==> config.mk <==
export PLATFORM = sky130hd
export DESIGN_NAME = vec_sar_unit
export DESIGN_NICKNAME = d
export VERILOG_FILES = /design/src/rtl/sar_pkg.sv /design/src/rtl/sar_count_dec.sv /design/src/rtl/sar_lane_shift.sv /design/src/rtl/vec_sar_unit.sv
export SDC_FILE = /design/constraint.sdc
export NUM_CORES = 1
export LEC_CHECK = 0
export BUFFER_PORTS_ARGS = -buffer_cell sky130_fd_sc_hd__buf_2
export CAP_MARGIN = 20
export CORE_AREA = 5 5 233 212
export CTS_CLUSTER_DIAMETER = 30
export DETAILED_ROUTE_END_ITERATION = 10
export DIE_AREA = 0 0 238 217
export GPL_ROUTABILITY_DRIVEN = 1
export HOLD_SLACK_MARGIN = 0.02
export PLACE_DENSITY = 0.58
export SYNTH_ARGS = -nofsm -noshare
export SYNTH_HDL_FRONTEND = slang
export SYNTH_SLANG_ARGS = --single-unit
==> constraint.sdc <==
create_clock -name clk -period 1.55 [get_ports clk]
set_input_delay 0.155 -clock clk [delete_from_list [all_inputs] [get_ports clk]]
set_output_delay 0.155 -clock clk [all_outputs]
set_load 0.005 [all_outputs]
==> src/rtl/sar_pkg.sv <==
package sar_pkg;
  localparam int unsigned LANE16_W = 16;
  localparam int unsigned LANE32_W = 32;
  localparam int unsigned SH16_W   = $clog2(LANE16_W);
  localparam int unsigned SH32_W   = $clog2(LANE32_W);
  typedef enum logic {LANE_HALF = 1'b0, LANE_WORD = 1'b1} lane_e;
endpackage

==> src/rtl/sar_count_dec.sv <==
module sar_count_dec
  import sar_pkg::*;
#(
  parameter int unsigned CNT_W = 64
) (
  input  logic [CNT_W-1:0]  cnt,
  output logic              cnt_nz,
  output logic [SH16_W-1:0] amt16,
  output logic [SH32_W-1:0] amt32
);
  localparam logic [CNT_W-1:0] MAX16 = CNT_W'(LANE16_W - 1);
  localparam logic [CNT_W-1:0] MAX32 = CNT_W'(LANE32_W - 1);

  logic sat16;
  logic sat32;
  logic [7:0] low_byte;

  always_comb begin
    low_byte = cnt[7:0];
    cnt_nz   = |cnt;
    sat16    = cnt > MAX16;
    sat32    = cnt > MAX32;
    // A saturated count shifts by lane width minus one, which fills the lane with its sign.
    amt16    = sat16 ? SH16_W'(LANE16_W - 1) : low_byte[SH16_W-1:0];
    amt32    = sat32 ? SH32_W'(LANE32_W - 1) : low_byte[SH32_W-1:0];
  end
endmodule

==> src/rtl/sar_lane_shift.sv <==
module sar_lane_shift #(
  parameter int unsigned LANE_W = 16,
  localparam int unsigned SH_W  = $clog2(LANE_W)
) (
  input  logic [LANE_W-1:0] din,
  input  logic [SH_W-1:0]   amt,
  output logic [LANE_W-1:0] dout
);
  always_comb begin
    dout = $signed(din) >>> amt;
  end
endmodule

==> src/rtl/vec_sar_unit.sv <==
module vec_sar_unit
  import sar_pkg::*;
#(
  parameter int unsigned VEC_W = 128,
  parameter int unsigned CNT_W = 64
) (
  input  logic             clk,
  input  logic             rst_n,
  input  logic             in_valid,
  input  logic             lane_sel,
  input  logic             wide_sel,
  input  logic [VEC_W-1:0] src_vec,
  input  logic [VEC_W-1:0] cnt_opnd,
  output logic [VEC_W-1:0] res_vec,
  output logic             res_wen
);
  localparam int unsigned N16    = VEC_W / LANE16_W;
  localparam int unsigned N32    = VEC_W / LANE32_W;
  localparam int unsigned HALF_W = VEC_W / 2;

  logic              cnt_nz;
  logic [SH16_W-1:0] amt16;
  logic [SH32_W-1:0] amt32;
  logic [VEC_W-1:0]  sh16_vec;
  logic [VEC_W-1:0]  sh32_vec;
  logic [VEC_W-1:0]  vec_nxt;
  logic              wen_nxt;
  logic              unused_cnt_hi;

  assign unused_cnt_hi = ^cnt_opnd[VEC_W-1:CNT_W];

  sar_count_dec #(.CNT_W(CNT_W)) u_dec (
    .cnt    (cnt_opnd[CNT_W-1:0]),
    .cnt_nz (cnt_nz),
    .amt16  (amt16),
    .amt32  (amt32)
  );

  for (genvar g = 0; g < N16; g++) begin : g_l16
    sar_lane_shift #(.LANE_W(LANE16_W)) u_sh (
      .din  (src_vec[g*LANE16_W +: LANE16_W]),
      .amt  (amt16),
      .dout (sh16_vec[g*LANE16_W +: LANE16_W])
    );
  end

  for (genvar g = 0; g < N32; g++) begin : g_l32
    sar_lane_shift #(.LANE_W(LANE32_W)) u_sh (
      .din  (src_vec[g*LANE32_W +: LANE32_W]),
      .amt  (amt32),
      .dout (sh32_vec[g*LANE32_W +: LANE32_W])
    );
  end

  always_comb begin
    vec_nxt = (lane_e'(lane_sel) == LANE_WORD) ? sh32_vec : sh16_vec;
    if (!wide_sel) begin
      vec_nxt[VEC_W-1:HALF_W] = '0;
    end
    wen_nxt = in_valid && cnt_nz;
  end

  always_ff @(posedge clk or negedge rst_n) begin
    if (!rst_n) begin
      res_vec <= '0;
      res_wen <= 1'b0;
    end else begin
      res_wen <= wen_nxt;
      if (in_valid) begin
        res_vec <= vec_nxt;
      end
    end
  end
endmodule

==> results of run 1 <==
[stage by stage]
step / setup TNS [ns] / worst slack, ns
2_1_floorplan: -160.67 / -1.50
3_3_place_gp: -234.65 / -2.44
3_5_place_dp: -239.90 / -2.42
4_1_cts: -168.81 / -1.55
[logic make-up after synthesis]
group | after synthesis | synth area share
AOI/OAI and AO/OA | 1042 | 0.389
and+or+nand+nor | 898 | 0.224
DFF | 129 | 0.175
muxes | 224 | 0.130
buffers and inverters | 339 | 0.0814
[metal layers]
layer	global-route usage	overflow
met5	0.145	0
met1	0.695	0
met2	0.872	7
met4	0.652	11
met3	0.452	1
[what timing repair did]
action                     4_1_cts
hold buffers                     1
pin swaps                      165
gates resized for setup        616
setup buffers                  115
setup endpoints to repair      125
cloned                          21
hold endpoints to repair       129
==> results.sh, run 1 <==
export IMPL_stop_error="[ERROR GRT-0232] Routing congestion too high. Check the congestion heatmap in the GUI."
export IMPL_ys_seq_area_frac=0.175
export IMPL_synth_common_cells="349 x nand2_1, 235 x a21oi_1, 207 x nor2_1"
export IMPL_synth_nets=2893
export IMPL_synth_edff_count=0
export IMPL_synth_distinct_cells=89
export IMPL_syn_area_um2=18400
export IMPL_flow_stopped_at="global routing"
export IMPL_netlist_area_leader_share=0.175
export IMPL_gp_congestion=1.20
export IMPL_synthMostInstantiatedCell="nand2_1"
export IMPL_numPortBuffers=325
export IMPL_htree_levels=4
export IMPL_ys_top_cells_by_area="dfrtp_1 18%, mux2i_1 8.5%, nand2_1 7.1%"
export IMPL_cts_root_buf="clkbuf_16"
export IMPL_chipWidth_um=238
export IMPL_ys_seq_elements=129
export IMPL_fp_row_count=75
export IMPL_synthCells=2632
export IMPL_grt_max_degree=75
export IMPL_cts_max_path_buffers=2
export IMPL_track_usage=0.672
export IMPL_dpl_cell_area_um2=27600
export IMPL_yosys_area_top_type="dfrtp_1"
export IMPL_fp_dieH_um=217
export IMPL_clock_sinks=129
export IMPL_io_pin_count=390
export IMPL_numCtsBuffers=17
export IMPL_synthArstFlopShare=1.00
export IMPL_dp_cells=4208
export IMPL_grt_overflow=19
export IMPL_worstEpCategory="sequential cell input"
export IMPL_ys_flop_type="dfrtp_1"
export IMPL_status="stopped before the end"
export IMPL_synth_area_per_cell_um2=6.99
export IMPL_post_dp_hpwl_mm=110
export IMPL_start_util=0.396
export IMPL_ys_warn_count=0
export IMPL_worst_endpoint="res_vec[49]$_DFFE_PN0P_/D"
==> run 2, diff against run 1 <==
- CORE_AREA: 5 5 233 212 -> 5 5 278 280
- CTS_CLUSTER_DIAMETER: 30 -> not set
- DIE_AREA: 0 0 238 217 -> 0 0 283 285
- HOLD_SLACK_MARGIN: 0.02 -> not set
- PLACE_DENSITY: 0.58 -> not set
- PLACE_DENSITY_LB_ADDON: not set -> 0.15
==> run 2 against run 1 <==
The flow now finishes, with violations (setup timing). Synthesized cell count unchanged. Area after synthesis stayed put.
==> results.sh, run 2 <==
export IMPL_cts_tree="done"
export IMPL_setup_violations_final=125
export IMPL_ys_top_cells_by_area="dfrtp_1 18%, mux2i_1 8.5%, nand2_1 7.1%"
export IMPL_track_usage=0.404
export IMPL_fp_dieH_um=285
export IMPL_antenna_found_initial=1
export IMPL_ant_nets=0
export IMPL_reg_top3="res_vec (128), res_wen (1)"
export IMPL_start_util=0.248
export IMPL_cp_end_kind="flop"
export IMPL_startpoint="cnt_opnd[14]"
export IMPL_critPathRequiredTime_ns=1.93
export IMPL_fp_row_count=100
export IMPL_synthCells=2632
export IMPL_areaGrowthSynthToFinish_pct=102
export IMPL_cp_endpoint="res_vec[16]"
export IMPL_first_iter_violations=3504
export IMPL_cp_start_kind="input pin"
export IMPL_netlist_area_leader_share=0.175
export IMPL_dieArea_um2=80700
export IMPL_synthMostInstantiatedCell="nand2_1"
export IMPL_rsz0062_at_grt="true"
export IMPL_ir_drop_mv=0.719
export IMPL_core_um2=74200
export IMPL_post_dp_hpwl_mm=134
export IMPL_htree_levels=4
export IMPL_viasPerCell=6.27
export IMPL_grt_pass1_vias=29400
export IMPL_violations="setup timing"
export IMPL_yosys_area_top_type="dfrtp_1"
export IMPL_status="complete, but fails checks"
export IMPL_ys_warn_count=0
export IMPL_r2r_cells=4
export IMPL_period_minus_slack_ns=3.24
export IMPL_grt_max_degree=59
export IMPL_maxCapViolCount=0
export IMPL_timing_final_crit_share=2.09
export IMPL_gp_congestion=1.04
export IMPL_grt_overflow=0
export IMPL_fin_util=0.502
export IMPL_synth_common_cells="349 x nand2_1, 235 x a21oi_1, 207 x nor2_1"
export IMPL_worst_hold_path_type="input pin to flop"
export IMPL_io_pin_count=390
export IMPL_ys_flop_type="dfrtp_1"
export IMPL_clock_sinks=129
export IMPL_cts_root_buf="clkbuf_16"
export IMPL_cp_max_fo=32
export IMPL_synth_area_per_cell_um2=6.99
export IMPL_clock_latency_ns=0.45
export IMPL_cts_max_path_buffers=2
export IMPL_tightestPinTransition_ns=0.910
export IMPL_routed_wl_mm=178
export IMPL_numCtsBuffers=17
export IMPL_route_detailed_drc=0
export IMPL_hold_violations=0
export IMPL_ys_seq_area_frac=0.175
export IMPL_numPortBuffers=325
export IMPL_synth_distinct_cells=89
export IMPL_layout_common_cells="912 x buf_4, 319 x buf_2, 306 x nand2_1, 168 x nor2_1, 158 x buf_6"
export IMPL_place_ws_ns=-2.34
export IMPL_hold_worst_slack_ns=0.0254
export IMPL_synth_edff_count=0
export IMPL_chipWidth_um=283
export IMPL_largest_register="res_vec"
export IMPL_grt_pass1_wl_mm=236
export IMPL_ys_seq_elements=129
export IMPL_r2r_start="res_vec[97]"
export IMPL_largest_reg_flops=128
export IMPL_arrival_ns=3.62
export IMPL_wl_per_cell_um=36.5
export IMPL_max_freq_ghz=0.309
export IMPL_slew_viol_final=0
export IMPL_layout_drive_gt1_share=0.589
export IMPL_power_density_nw_per_um2=417
export IMPL_clock_skew_final_ns=0
export IMPL_r2r_end="res_vec[97]"
export IMPL_vias=30700
export IMPL_worstSetupPathType="input pin to flop"
export IMPL_first_pass_iters=6
export IMPL_worst_slack_ns=-1.69
export IMPL_synth_nets=2893
export IMPL_relSlewSlack=0.391
export IMPL_rrSetupSlack_ns=0.20
export IMPL_syn_area_um2=18400
export IMPL_synthArstFlopShare=1.00
export IMPL_path_clk_slew_ns=0.07
export IMPL_layout_commonest_cell="buf_4"
export IMPL_fin_nets=4168
export IMPL_p_leak_uw=0.0157
-- run 2: report_power, final --
group	switching, uW	internal [uW]	leakage (uW)	total [uW]
logic	4220	3050	0.0138	7270
registers	295	3690	0.00158	3980
clock network	1900	2370	0.000273	4260
-- run 2: worst max-delay path: stages --
cell	delay, ns
buf_6	0.09
or4_4	0.52
or3_4	0.40
or4_4	0.51
nor2_4	0.18
buf_4	0.15
buf_12	0.22
a22oi_1	0.10
o211ai_1	0.54
o211ai_1	0.42
buf_4	0.25
nand4_1	0.05
-- run 2: logic make-up after synthesis --
logic type,synth area share
compound gates,0.389
simple gates,0.224
buf+inv,0.0814
mux,0.130
flops,0.175
-- run 2: layout make-up --
cell class,instances,area (um2)
clock buffers,18,429
fillers,7216,37000
diodes,1,2.50
flip-flops and latches,129,3230
repair buffers,1571,14000
clock inverters,13,138
well taps,969,1210
inverters,23,86.3
multi-input cells,2165,18200
-- run 2: worst min path at each step --
stage	start	to	slack, ns	cells past startpoint
after floorplan	rst_n	res_vec[0]	-0.14	0
after global placement	rst_n	res_vec[15]	0.13	1
after detailed placement	rst_n	res_vec[12]	0.15	1
after CTS	wide_sel	res_vec[95]	0.02	3
after global routing	wide_sel	res_vec[95]	0.04	3
final	wide_sel	res_vec[95]	0.03	3
-- run 2: per-stage QoR --
| step | area (um2) | TNS, ns | instances | power (uW) |
|---|---|---|---|---|
| after global routing | 37200 | -188.66 | 4888 | 15900 |
| after floorplan | 19100 | -160.67 | 2632 | 6100 |
| after global placement | 28600 | -243.65 | 4623 | 10100 |
| after detailed placement | 28600 | -241.82 | 4623 | 10100 |
| final | 37200 | -181.12 | 4889 | 15500 |
| after CTS | 31600 | -169.19 | 4715 | 14600 |
-- run 2: timing repair --
| action | in CTS | in global routing |
|---|---|---|
| pin swaps | 59 | 286 |
| gates cloned | 13 | 23 |
| setup buffers | 48 | 203 |
| setup endpoints to repair | 125 | 125 |
| resized for setup | 351 | 771 |
| hold buffers | 1 | 0 |
| endpoints found under the hold margin | 39 | 0 |
-- run 2: layer usage --
metal	global-route usage	vias to the layer above	wire, um
met2	0.667	2120	80000
met5	0	-	0
met1	0.464	15200	64500
met4	0.343	0	21400
li1	-	12700	-
met3	0.0512	690	12400
No activity file was read; power rests on OpenSTA's default activity.
